## config.mk

```make
export PLATFORM = sky130hd
export DESIGN_NAME = ahb_wait_slave
export DESIGN_NICKNAME = d
export VERILOG_FILES = /design/src/rtl/ahbw_pkg.sv /design/src/rtl/ahbw_addr_stage.sv /design/src/rtl/ahbw_phase_ctrl.sv /design/src/rtl/ahbw_store.sv /design/src/rtl/ahb_wait_slave.sv
export SDC_FILE = /design/constraint.sdc
export NUM_CORES = 1
export LEC_CHECK = 0
export BUFFER_PORTS_ARGS = -buffer_cell sky130_fd_sc_hd__buf_2
export CAP_MARGIN = 20
export CELL_PAD_IN_SITES_DETAIL_PLACEMENT = 0
export CELL_PAD_IN_SITES_GLOBAL_PLACEMENT = 1
export CORE_ASPECT_RATIO = 1.4
export CORE_UTILIZATION = 53
export DETAILED_ROUTE_END_ITERATION = 8
export PLACE_DENSITY_LB_ADDON = 0.25
export SETUP_SLACK_MARGIN = 0.1
export SYNTH_ARGS = -nofsm -noshare
export SYNTH_HDL_FRONTEND = slang
export SYNTH_SLANG_ARGS = --single-unit
```

## constraint.sdc

```tcl
create_clock -name clk -period 3.18 [get_ports clk]
set_input_delay 0.318 -clock clk [delete_from_list [all_inputs] [get_ports clk]]
set_output_delay 0.318 -clock clk [all_outputs]
set_load 0.05 [all_outputs]
```

## src/rtl/ahbw_pkg.sv

```systemverilog
package ahbw_pkg;

    localparam int DATA_W = 32;
    localparam int LANES  = DATA_W / 8;

    localparam logic [1:0] TR_IDLE   = 2'd0;
    localparam logic [1:0] TR_BUSY   = 2'd1;
    localparam logic [1:0] TR_NONSEQ = 2'd2;
    localparam logic [1:0] TR_SEQ    = 2'd3;

    typedef enum logic [1:0] {
        PH_IDLE,
        PH_DATA,
        PH_ERR_LO,
        PH_ERR_HI
    } phase_e;

    typedef struct packed {
        logic       is_write;
        logic [2:0] size;
        logic [1:0] lane;
    } xfer_ctrl_t;

    // byte lanes touched by a write of the given size at the given offset
    function automatic logic [LANES-1:0] lane_strobe(input logic [2:0] size,
                                                     input logic [1:0] lane);
        logic [LANES-1:0] s;
        case (size)
            3'd0:    s = LANES'(1) << lane;
            3'd1:    s = lane[1] ? LANES'(4'b1100) : LANES'(4'b0011);
            default: s = '1;
        endcase
        return s;
    endfunction

endpackage

```

## src/rtl/ahbw_addr_stage.sv

```systemverilog
module ahbw_addr_stage
    import ahbw_pkg::*;
#(
    parameter int IDX_W = 4
) (
    input  logic             clk,
    input  logic             rst_n,
    input  logic             take,
    input  logic [IDX_W-1:0] idx_d,
    input  xfer_ctrl_t       ctrl_d,
    output logic [IDX_W-1:0] idx_q,
    output xfer_ctrl_t       ctrl_q
);

    always_ff @(posedge clk) begin
        if (!rst_n) begin
            idx_q  <= '0;
            ctrl_q <= '0;
        end else if (take) begin
            idx_q  <= idx_d;
            ctrl_q <= ctrl_d;
        end
    end

endmodule

```

## src/rtl/ahbw_phase_ctrl.sv

```systemverilog
module ahbw_phase_ctrl
    import ahbw_pkg::*;
#(
    parameter int RD_WAIT = 2,
    parameter int WR_WAIT = 1
) (
    input  logic clk,
    input  logic rst_n,
    input  logic take,
    input  logic hit,
    input  logic is_write,
    output logic readyout,
    output logic resp,
    output logic complete
);

    localparam int MAXW  = (RD_WAIT > WR_WAIT) ? RD_WAIT : WR_WAIT;
    localparam int CNT_W = $clog2(MAXW + 2);

    phase_e           ph;
    logic [CNT_W-1:0] cnt;

    always_ff @(posedge clk) begin
        if (!rst_n) begin
            ph  <= PH_IDLE;
            cnt <= '0;
        end else if (take) begin
            if (hit) begin
                ph  <= PH_DATA;
                cnt <= is_write ? CNT_W'(WR_WAIT) : CNT_W'(RD_WAIT);
            end else begin
                ph  <= PH_ERR_LO;
                cnt <= '0;
            end
        end else begin
            case (ph)
                PH_DATA: begin
                    if (cnt != '0) cnt <= cnt - 1'b1;
                    else           ph  <= PH_IDLE;
                end
                PH_ERR_LO: ph <= PH_ERR_HI;
                PH_ERR_HI: ph <= PH_IDLE;
                default:   ph <= PH_IDLE;
            endcase
        end
    end

    always_comb begin
        complete = (ph == PH_DATA) && (cnt == '0);
        readyout = !(((ph == PH_DATA) && (cnt != '0)) || (ph == PH_ERR_LO));
        resp     = (ph == PH_ERR_LO) || (ph == PH_ERR_HI);
    end

endmodule

```

## src/rtl/ahbw_store.sv

```systemverilog
module ahbw_store
    import ahbw_pkg::*;
#(
    parameter int WORDS = 16,
    parameter int IDX_W = 4
) (
    input  logic              clk,
    input  logic              rst_n,
    input  logic              we,
    input  logic [IDX_W-1:0]  idx,
    input  logic [LANES-1:0]  strobe,
    input  logic [DATA_W-1:0] wdata,
    output logic [DATA_W-1:0] rdata
);

    for (genvar b = 0; b < LANES; b++) begin : g_lane
        logic [7:0] lane_mem [WORDS];

        always_ff @(posedge clk) begin
            if (!rst_n) begin
                for (int w = 0; w < WORDS; w++) lane_mem[w] <= '0;
            end else if (we && strobe[b]) begin
                lane_mem[idx] <= wdata[8*b +: 8];
            end
        end

        assign rdata[8*b +: 8] = lane_mem[idx];
    end

endmodule

```

## src/rtl/ahb_wait_slave.sv

```systemverilog
module ahb_wait_slave
    import ahbw_pkg::*;
#(
    parameter int ADDR_W    = 8,
    parameter int MEM_WORDS = 16,
    parameter int RD_WAIT   = 2,
    parameter int WR_WAIT   = 1
) (
    input  logic              clk,
    input  logic              rst_n,
    input  logic              sel_i,
    input  logic [ADDR_W-1:0] addr_i,
    input  logic              write_i,
    input  logic [2:0]        size_i,
    input  logic [1:0]        trans_i,
    input  logic [31:0]       wdata_i,
    input  logic              ready_i,
    output logic [31:0]       rdata_o,
    output logic              readyout_o,
    output logic              resp_o
);

    localparam int IDX_W = (MEM_WORDS > 1) ? $clog2(MEM_WORDS) : 1;
    localparam logic [ADDR_W:0] LIMIT = (ADDR_W + 1)'(MEM_WORDS * 4);

    logic             take;
    logic             hit;
    xfer_ctrl_t       ctrl_d;
    xfer_ctrl_t       ctrl_q;
    logic [IDX_W-1:0] idx_q;
    logic             complete;
    logic [31:0]      store_rd;

    always_comb begin
        take            = sel_i && trans_i[1] && ready_i;
        hit             = {1'b0, addr_i} < LIMIT;
        ctrl_d.is_write = write_i;
        ctrl_d.size     = size_i;
        ctrl_d.lane     = addr_i[1:0];
    end

    ahbw_addr_stage #(.IDX_W(IDX_W)) u_addr (
        .clk    (clk),
        .rst_n  (rst_n),
        .take   (take),
        .idx_d  (addr_i[IDX_W+1:2]),
        .ctrl_d (ctrl_d),
        .idx_q  (idx_q),
        .ctrl_q (ctrl_q)
    );

    ahbw_phase_ctrl #(.RD_WAIT(RD_WAIT), .WR_WAIT(WR_WAIT)) u_phase (
        .clk      (clk),
        .rst_n    (rst_n),
        .take     (take),
        .hit      (hit),
        .is_write (write_i),
        .readyout (readyout_o),
        .resp     (resp_o),
        .complete (complete)
    );

    ahbw_store #(.WORDS(MEM_WORDS), .IDX_W(IDX_W)) u_store (
        .clk    (clk),
        .rst_n  (rst_n),
        .we     (complete && ctrl_q.is_write),
        .idx    (idx_q),
        .strobe (lane_strobe(ctrl_q.size, ctrl_q.lane)),
        .wdata  (wdata_i),
        .rdata  (store_rd)
    );

    assign rdata_o = (complete && !ctrl_q.is_write) ? store_rd : '0;

endmodule

```

==> key figures <==
Die
  • Core footprint: 0.0461 mm^2
  • Die Width: 185 um
  • # IOs: 84
  • Floorplan die area: 0.0477 mm^2
  • Starting density of the core: 0.539
  • Number of cell rows: slightly above 90
  • Die span in y: 258 um

Cells and area
  • Fin cells: around 2400
  • P&R area growth vs syn: 12.0%
  • Final core area utilization: 0.603
  • Inserted Diodes: 0
  • Net count of the finished layout: 1746
  • Share of cells above drive strength 1: 0.254

STA
  • Slew at the pin closest to its max-slew limit: 0.966 ns
  • Number of setup violations in the final report: 0
  • Endpoints failing hold: 0
  • Sum of negative setup slack: 0 ns
  • Worst slew margin relative to its limit: 0.356
  • Time the final worst path needs with I/O delays and setup: approximately 2.9 ns
  • Highest attainable clock frequency: between 0.3 and 0.4 GHz
  • Count of pins over their slew limit: 0
  • Setup repair after global routing missed its margin: false
  • Fin Clk Skew: 0.0215 ns
  • Final worst slack: 0.278 ns
  • Final period utilization: 0.913

Critical path
  • Crit Path Max Fanout: 32
  • Worst Path Class, Setup: reg -> out
  • CP Capture Type: primary output
  • Critical path startpoint category: flop
  • Worst flop-to-flop path startpoint: u_phase.cnt[0]
  • Arrival time reported for the critical path endpoint: 2.58 ns
  • Crit Reg-Reg Endpoint: u_store.g_lane[3].lane_mem[14][5]
  • Reg2Reg Setup Slack: 0.39 ns
  • CP required: 2.86 ns
  • R2r worst-path depth: 7

Pwr
  • Power density normalized to cell area: 538 mW/mm^2
  • Total Power Consumption: 0.0149 W
  • Standby leakage power: around 10 nW
  • Peak VDD IR: 452 uV

Synth
  • Fraction of synthesized cell area taken by the top area cell type: 0.619
  • Cell Area, Synth: 0.0248 mm^2
  • Count of different cell masters after synthesis: 44
  • Commonest cells in the synthesized netlist: and2_1, edfxtp_1, mux4_2
  • Dominant cell by count in the synthesized netlist: and2_1
  • Post-synth EDFFs: 512
  • Number of storage elements in the synthesis netlist: 530
  • Number of instances in the synthesized netlist: 1607
  • Top flip-flop cell by instance count after synthesis: edfxtp_1
  • Mapped Nets: 1658
  • Largest area contributor in the synthesized netlist: edfxtp_1
  • Synth area leaders: edfxtp_1, and2_1, mux4_2, nor3_4, dfxtp_1
  • Proportion of register bits with asynchronous set or reset after synthesis: 0
  • Mapped Avg Cell Area: approximately 15 um^2
  • Seq/Total Area, Yosys: 0.634
  • Syn. warnings: 0

Global route
  • Global-route wire length before repair: 83700 um
  • Initial antenna violation count: 0
  • Overflow left after global routing: 0
  • Number of global-route vias before repair: between 10000 and 15000
  • Total track usage: 0.241
  • Maximum number of pins on one net before global-route repair: 79

Clocking
  • CTS H-tree depth: 2
  • Clock tree root buffer cell: clkbuf_16
  • Clock buffer count from CTS: 49
  • Clock buffer depth: 3
  • Clock tree from TritonCTS: done
  • Worst-Skew Late Latency: 0.58 ns
  • Clock tree sinks: 530
  • Worst-path clk slew: 0.06 ns

Drt
  • Number of remaining DRC errors: 0
  • Detailed router's first-iteration violation count: 1174
  • Final antenna-violating net count: 0
  • Drt wl/cell: 23.6 um
  • Number of search-and-repair iterations in the first detailed-routing pass: 5
  • Ratio of routed vias to standard cells: 5.66
  • Wirelength, routed: ~56000 um
  • Routed vias: ~13000

Min path
  • Worst hold-check path type: in -> reg
  • Worst Min Path Start: write_i
  • Hold depth: 3
  • End point of the most critical hold path: u_addr.ctrl_q[5]

Placed design
  • Half-perimeter wire length after placement: roughly 37000 um
  • Worst Setup Slack post-DPL: 0.319 ns
  • Final Wtd Congestion: 0.767
  • DP Cell Count: about 2300
  • Port Buffers: 82

Status
  • Status: complete, no violations

Run
  • Number of maximum-capacitance violations: 0
-- cells in the final DEF, fill, tap and decap left out, types with 20 or more instances in the layout --
| cell | count |
|---|---|
| edfxtp_1 | 512 |
| nand2b_1 | 49 |
| nor3_2 | 20 |
| mux2_2 | 32 |
| clkbuf_16 | 51 |
| and2_1 | 514 |
| buf_4 | 40 |
| nor3_4 | 30 |
| nand2_1 | 88 |
| a22oi_1 | 32 |
| mux4_2 | 128 |
| buf_2 | 82 |
-- worst max-delay path by stage --
| stage | startpoint | to | slack, ns | cells after the start |
|---|---|---|---|---|
| 2_1_floorplan | u_phase.cnt[0] | u_store.g_lane[1].lane_mem[15][0] | 0.94 | 6 |
| 3_3_place_gp | u_phase.cnt[0] | rdata_o[7] | 0.42 | 8 |
| 3_5_place_dp | u_phase.cnt[0] | rdata_o[7] | 0.32 | 8 |
| 4_1_cts | u_phase.cnt[0] | rdata_o[7] | 0.19 | 8 |
| 5_1_grt | u_phase.cnt[0] | rdata_o[7] | 0.16 | 8 |
| 6_report | u_phase.cnt[0] | rdata_o[31] | 0.28 | 8 |
-- sequential cells by signal, summed over array words and instances, names as in the netlist, named ones only --
register,count
u_phase.cnt,2
u_store.g_lane.lane_mem,512
u_addr.idx_q,4
u_addr.ctrl_q,6
u_phase.ph,2
-- per-stage QoR --
step / cell area (um^2) / hold WS [ns]
finish: 27800 / 0.0553
global route: 27800 / 0.0604
CTS: 27800 / 0.0321
detailed placement: 26000 / 0.461
global placement: 26000 / 0.462
floorplan: 24800 / 0.443
-- power by group --
group | total, W | internal [W] | leakage, nW | switching (W)
Combinational | 0.000787 | 0.000276 | 3.95 | 0.000511
Sequential | 0.00793 | 0.00786 | 5.43 | 0.0000772
Clock | 0.00623 | 0.00366 | 0.817 | 0.00256
-- critical path, stage by stage (launching register included) --
cell and delay, ns:
dfxtp_1 0.33, inv_1 0.06, ha_1 0.18, nand3b_1 0.21, nor3_2 0.16, buf_4 0.48, nand2_1 0.18, nand2_1 0.13
buf_2 0.27
-- logic make-up (layout without fill, tap and decap cells) --
group,Yosys count,count (layout),synth area share
muxes,160,160,0.131
AOI/OAI and AO/OA,70,70,0.0206
and+or+nand+nor,741,741,0.194
xor gates and xnor gates,1,1,0.000353
adders and majority gates,1,1,0.000504
buffers and inverters,104,232,0.0205
DFF,530,530,0.634
-- layer usage --
metal	GRT usage	wire length [um]	vias to the layer above
met5	0	0	-
met4	0.0941	2080	0
met3	0.0278	2430	113
met2	0.413	28800	343
met1	0.313	22300	6751
li1	-	-	6099
-- cell type report --
cell class	instances	area, um^2
Clock buffer	65	1360
Clock inverter	26	344
Fill cell	3487	18300
Inverter	5	18.8
Multi-Input combinational cell	973	8600
Sequential cell	530	15700
Tap cell	617	772
Timing Repair Buffer	136	953
-- timing repair --
item,in CTS,in global routing
hold buffers,2,0
setup buffers,5,0
gates cloned,0,0
resized for setup,0,2
hold endpoints to repair,2,0
pin swaps,1,0
endpoints found under the setup margin,32,2
(Power assumes the default switching activity.)
